<file path="src/rtl/pcm_rx_pkg.sv">
package pcm_rx_pkg;
  localparam int SAMPLE_W = 24;
  localparam int WIDTH_W  = $clog2(SAMPLE_W + 1);

  typedef enum logic [1:0] {
    WL_16 = 2'b00,
    WL_20 = 2'b01,
    WL_24 = 2'b10,
    WL_18 = 2'b11
  } wlen_code_e;

  // Width code to bit count (non-monotonic code order).
  function automatic logic [WIDTH_W-1:0] wlen_bits(input logic [1:0] code);
    logic [WIDTH_W-1:0] n;
    case (wlen_code_e'(code))
      WL_16:   n = WIDTH_W'(16);
      WL_20:   n = WIDTH_W'(20);
      WL_24:   n = WIDTH_W'(24);
      default: n = WIDTH_W'(18);
    endcase
    return n;
  endfunction

  // Keep the low w bits of raw and copy bit w-1 into every higher bit.
  function automatic logic [SAMPLE_W-1:0] sign_fill(input logic [SAMPLE_W-1:0] raw,
                                                    input logic [WIDTH_W-1:0]  w);
    logic [SAMPLE_W-1:0] res;
    logic                sgn;
    sgn = raw[w - WIDTH_W'(1)];
    for (int i = 0; i < SAMPLE_W; i++) begin
      res[i] = (WIDTH_W'(i) < w) ? raw[i] : sgn;
    end
    return res;
  endfunction
endpackage

</file>
<file path="src/rtl/pcm_rx_frame.sv">
module pcm_rx_frame #(
  parameter int CNT_W      = 8,
  parameter int PACKED_LEN = 32
) (
  input  logic clk,
  input  logic rst_n,
  input  logic lrck,
  input  logic cfg_i2s,
  input  logic cfg_lr_swap,
  output logic bound,
  output logic frame_start,
  output logic packed_frame
);
  localparam logic [CNT_W-1:0] CNT_MAX = '1;
  localparam logic [1:0]       WARM_DONE = 2'd2;

  logic             lrck_d;
  logic             eff_d;
  logic [1:0]       warm;
  logic [CNT_W-1:0] cnt;
  logic [CNT_W-1:0] frame_len;
  logic             eff_lr;
  logic             left_now;

  // I2S framing is right-justified framing with the frame clock one bit late.
  assign eff_lr       = cfg_i2s ? lrck_d : lrck;
  assign left_now     = eff_lr ^ cfg_lr_swap;
  assign bound        = (warm == WARM_DONE) && (eff_lr != eff_d);
  assign frame_start  = bound && left_now;
  assign packed_frame = !cfg_i2s && (frame_len == CNT_W'(PACKED_LEN));

  always_ff @(posedge clk or negedge rst_n) begin
    if (!rst_n) begin
      lrck_d    <= 1'b0;
      eff_d     <= 1'b0;
      warm      <= '0;
      cnt       <= '0;
      frame_len <= '0;
    end else begin
      lrck_d <= lrck;
      eff_d  <= eff_lr;
      if (warm != WARM_DONE) warm <= warm + 2'd1;
      if (frame_start) begin
        frame_len <= cnt;
        cnt       <= CNT_W'(1);
      end else if (cnt != CNT_MAX) begin
        cnt <= cnt + CNT_W'(1);
      end
    end
  end
endmodule

</file>
<file path="src/rtl/pcm_rx_shift.sv">
module pcm_rx_shift import pcm_rx_pkg::*; (
  input  logic                clk,
  input  logic                rst_n,
  input  logic                sdata,
  input  logic                cfg_i2s,
  input  logic                bound,
  input  logic [WIDTH_W-1:0]  width,
  output logic [SAMPLE_W-1:0] word_raw
);
  logic [SAMPLE_W-1:0] tail_sr;   // last bits before a boundary
  logic [SAMPLE_W-1:0] head_sr;   // first bits after a boundary
  logic [WIDTH_W-1:0]  taken;

  assign word_raw = cfg_i2s ? head_sr : tail_sr;

  always_ff @(posedge clk or negedge rst_n) begin
    if (!rst_n) begin
      tail_sr <= '0;
      head_sr <= '0;
      taken   <= '0;
    end else begin
      tail_sr <= {tail_sr[SAMPLE_W-2:0], sdata};
      if (bound) begin
        head_sr <= {{(SAMPLE_W-1){1'b0}}, sdata};
        taken   <= WIDTH_W'(1);
      end else if (taken < width) begin
        head_sr <= {head_sr[SAMPLE_W-2:0], sdata};
        taken   <= taken + WIDTH_W'(1);
      end
    end
  end
endmodule

</file>
<file path="src/rtl/pcm_rx_assemble.sv">
module pcm_rx_assemble import pcm_rx_pkg::*; (
  input  logic                clk,
  input  logic                rst_n,
  input  logic                bound,
  input  logic                frame_start,
  input  logic [SAMPLE_W-1:0] word_raw,
  input  logic [WIDTH_W-1:0]  width,
  output logic [SAMPLE_W-1:0] left_o,
  output logic [SAMPLE_W-1:0] right_o,
  output logic                valid_o,
  output logic [WIDTH_W-1:0]  word_w_o
);
  logic [SAMPLE_W-1:0] left_hold;
  logic                have_left;
  logic                started;
  logic [SAMPLE_W-1:0] filled;

  assign filled = sign_fill(word_raw, width);

  always_ff @(posedge clk or negedge rst_n) begin
    if (!rst_n) begin
      left_o    <= '0;
      right_o   <= '0;
      valid_o   <= 1'b0;
      word_w_o  <= WIDTH_W'(16);
      left_hold <= '0;
      have_left <= 1'b0;
      started   <= 1'b0;
    end else begin
      valid_o <= 1'b0;
      if (bound && frame_start) begin
        started <= 1'b1;
        if (have_left) begin
          left_o    <= left_hold;
          right_o   <= filled;
          word_w_o  <= width;
          valid_o   <= 1'b1;
          have_left <= 1'b0;
        end
      end else if (bound && started) begin
        left_hold <= filled;
        have_left <= 1'b1;
      end
    end
  end
endmodule

</file>
<file path="src/rtl/pcm_serial_rx.sv">
module pcm_serial_rx import pcm_rx_pkg::*; #(
  parameter int CNT_W       = 8,
  parameter int PACKED_LEN  = 32,
  parameter int PACKED_BITS = 16
) (
  input  logic                bclk,
  input  logic                rst_n,
  input  logic                lrck,
  input  logic                sdata,
  input  logic                cfg_i2s,
  input  logic [1:0]          cfg_wlen,
  input  logic                cfg_lr_swap,
  output logic [SAMPLE_W-1:0] left_o,
  output logic [SAMPLE_W-1:0] right_o,
  output logic                valid_o
);
  logic               bound;
  logic               frame_start;
  logic               packed_frame;
  logic [WIDTH_W-1:0] width;
  logic [WIDTH_W-1:0] word_w;
  logic [SAMPLE_W-1:0] word_raw;

  assign width = packed_frame ? WIDTH_W'(PACKED_BITS) : wlen_bits(cfg_wlen);

  pcm_rx_frame #(.CNT_W(CNT_W), .PACKED_LEN(PACKED_LEN)) u_frame (
    .clk(bclk), .rst_n(rst_n), .lrck(lrck), .cfg_i2s(cfg_i2s),
    .cfg_lr_swap(cfg_lr_swap), .bound(bound), .frame_start(frame_start),
    .packed_frame(packed_frame)
  );

  pcm_rx_shift u_shift (
    .clk(bclk), .rst_n(rst_n), .sdata(sdata), .cfg_i2s(cfg_i2s),
    .bound(bound), .width(width), .word_raw(word_raw)
  );

  pcm_rx_assemble u_asm (
    .clk(bclk), .rst_n(rst_n), .bound(bound), .frame_start(frame_start),
    .word_raw(word_raw), .width(width), .left_o(left_o), .right_o(right_o),
    .valid_o(valid_o), .word_w_o(word_w)
  );
endmodule

</file>
<file path="config.mk">
export PLATFORM = sky130hd
export DESIGN_NAME = pcm_serial_rx
export DESIGN_NICKNAME = d
export VERILOG_FILES = /design/src/rtl/pcm_rx_pkg.sv /design/src/rtl/pcm_rx_frame.sv /design/src/rtl/pcm_rx_shift.sv /design/src/rtl/pcm_rx_assemble.sv /design/src/rtl/pcm_serial_rx.sv
export SDC_FILE = /design/constraint.sdc
export NUM_CORES = 1
export LEC_CHECK = 0
export ABC_AREA = 1
export BUFFER_PORTS_ARGS = -buffer_cell sky130_fd_sc_hd__buf_4
export CORE_UTILIZATION = 50
export CTS_CLUSTER_DIAMETER = 30
export DETAILED_ROUTE_END_ITERATION = 10
export PLACE_DENSITY = 0.74
export RECOVER_POWER = 25
export SYNTH_ARGS = -nofsm -noshare
export SYNTH_HDL_FRONTEND = slang
export SYNTH_HIERARCHICAL = 1
export SYNTH_SLANG_ARGS = --single-unit
</file>
<file path="constraint.sdc">
create_clock -name bclk -period 6.6 [get_ports bclk]
set_clock_uncertainty 0.1 [all_clocks]
set_input_delay 0.66 -clock bclk [delete_from_list [all_inputs] [get_ports bclk]]
set_output_delay 0.66 -clock bclk [all_outputs]
set_load 0.03 [all_outputs]
</file>
==> flow_summary.ini <==
[routing]
drc = 0
dr.first_iter.drc_count = 334
vias = 5815
m1WireLength_um = 7370
wl_per_cell_um = 13.6
viasPerCell = 5.02
drt-total-wl_um = 15700
dr.max_layer_used = met4
route.met2.wl_um = 7410
met3_length_um = 647
drtAntennaViolNets = 0
drtPass1Iterations = 5

[global_routing]
first_global_vias = 5442
grt_start_max_net_pins = 84
track_usage_pct = 22.5
grt_pass1_wl_um = 26400
antenna_found_initial = 0
grt_overflow = 0

[timing]
finalCritPeriodShare_pct = 52.1
finalSetupTns_ps = 0
slew_headroom_pct = 43.5
setup_violations = 0
worstMarginPinSlew_ps = 844
rsz0062_at_grt = false
finalMaxSlewViolations = 0
worst_slack_ps = 3160
timing.fmax_mhz = 291
min_period_ps = 3440
finalHoldViolCount = 0

[synth]
post_synth_inst_count = 917
syn_avg_cell_area_um2 = 8.07
yosysWarnings = 6
netlist_area_um2 = 7400

[clocking]
cts-root-buf = clkbuf_16
cts_sinks = 148
cts_hold_buffers = 0
cts_max_level = 4
clock_latency_ps = 430
cts_resized = 0
clock_path_buffers = 2
post-cts-setup-buffer-count = 0
numCtsBuffers = 17
path_clk_slew_ps = 60
cts_tree = done

[floorplan]
fp.dieW_um = 124
rows = 44
die_area_um2 = 15300
io_pins = 57
start_util_pct = 51.1
core_area_um2 = 14500
die_y_um = 124

[placement]
hpwl_um = 10700
dp_worst_setup_slack_ps = 2730
place_congestion = 0.963
portBuffers = 56

[worst_setup_path]
crit_arrival_ps = 3700
end_kind = flip-flop
r2r_slack_ps = 3280
r2r_end = u_asm/left_hold[23]
critPathMaxFanout = 47
worstSetupPathType = in2reg
reg2reg_from = u_frame/frame_len[7]
startpoint_type = input port
reg2reg_depth = 15
crit_required_ps = 6860

[cells_and_area]
area_growth_syn_to_layout_pct = 14.7
final_nets = 979
drive_above_1_share_pct = 16.1
fin_util_pct = 58.6
n_antenna_cell = 0

[hold_path]
hp-class = in2async

[flow_run]
drv_cap = 0

[status]
outcome = completed

[power_and_ir_drop]
p_leak_nw = 4.55
powerDensity_nw_per_um2 = 400
peakVddDrop_mv = 0.194
-- cell type report --
type / instances / area, um2
fillers: 1274 / 6000
flip-flops and latches: 148 / 3700
multi-input cells: 640 / 3110
clock buffers: 22 / 474
repair buffers: 61 / 458
inverters: 94 / 358
well taps: 184 / 230
clock inverters: 9 / 151
-- critical path, cell delays in order --
cell and delay (ps):
buf_4 250, inv_2 130, nand2_1 60, nor4_1 460, nor2_1 280, inv_1 180, ha_1 320, inv_1 210
a21oi_1 60, o21ai_1 80, nand2_1 70, nand2_1 90, nand4_4 420, nand3_1 270, nand3_1 100, nand2_1 70
-- where the power goes --
group / leakage (nW) / internal, mW / switching (mW)
Combinational: 2.37 / 0.369 / 0.717
Clock: 0.306 / 0.659 / 0.361
Sequential: 1.88 / 1.14 / 0.144
Total: 4.55 / 2.17 / 1.22
-- cell usage in the layout (no fill, tap or decap), types with 2 or more instances in the layout --
cell,n
o211ai_1,2
or2_2,10
xor2_1,2
inv_4,2
clkbuf_1,3
o21ai_0,14
nand2_1,340
bufinv_16,4
conb_1,5
nand2_2,6
nand4_1,6
buf_4,58
nand3b_1,2
xnor2_1,2
nand3_1,97
nand2_4,6
o21ai_1,3
nand3_2,24
clkbuf_8,3
a21oi_1,28
ha_1,9
nor2_4,5
inv_1,87
clkbuf_16,17
o21bai_1,2
clkinv_2,3
dfrtp_1,148
mux2_2,3
inv_2,5
nor2_1,63
-- worst max path at each step --
stage	from	endpoint	slack, ps	cells past startpoint
after floorplan	cfg_i2s	u_asm/left_hold[17]	3800	15
after global placement	cfg_i2s	u_asm/left_hold[23]	2860	16
after detailed placement	cfg_i2s	u_asm/right_o[20]	2730	16
after CTS	cfg_i2s	u_asm/left_hold[23]	3170	16
after global routing	cfg_i2s	u_asm/left_hold[23]	2810	16
final	cfg_i2s	u_asm/left_hold[23]	3160	16
-- metrics by stage --
stage | total power, mW | std cells | area [um2] | hold slack [ps]
2_1_floorplan | 2.03 | 920 | 7410 | 250
3_3_place_gp | 2.36 | 1127 | 7860 | 256
3_5_place_dp | 2.38 | 1127 | 7860 | 259
4_1_cts | 3.41 | 1158 | 8480 | 196
5_1_grt | 3.60 | 1158 | 8480 | 229
6_report | 3.39 | 1158 | 8480 | 153
-- sequential cells by signal, indices dropped and copies added, names as in the netlist, 2 cells and up --
signal and cells:
u_asm/left_hold 24, u_asm/left_o 24, u_asm/right_o 24, u_shift/head_sr 24, u_shift/tail_sr 24, u_frame/cnt 8, u_frame/frame_len 8, u_shift/taken 5
u_frame/warm 2
-- per-layer routing --
| layer | track usage (%) | up-vias |
|---|---|---|
| met5 | 0 | - |
| met4 | 9.79 | 0 |
| met3 | 3.80 | 19 |
| met2 | 36.1 | 134 |
| met1 | 30.1 | 2709 |
| li1 | - | 2953 |
(Power assumes the default switching activity.)
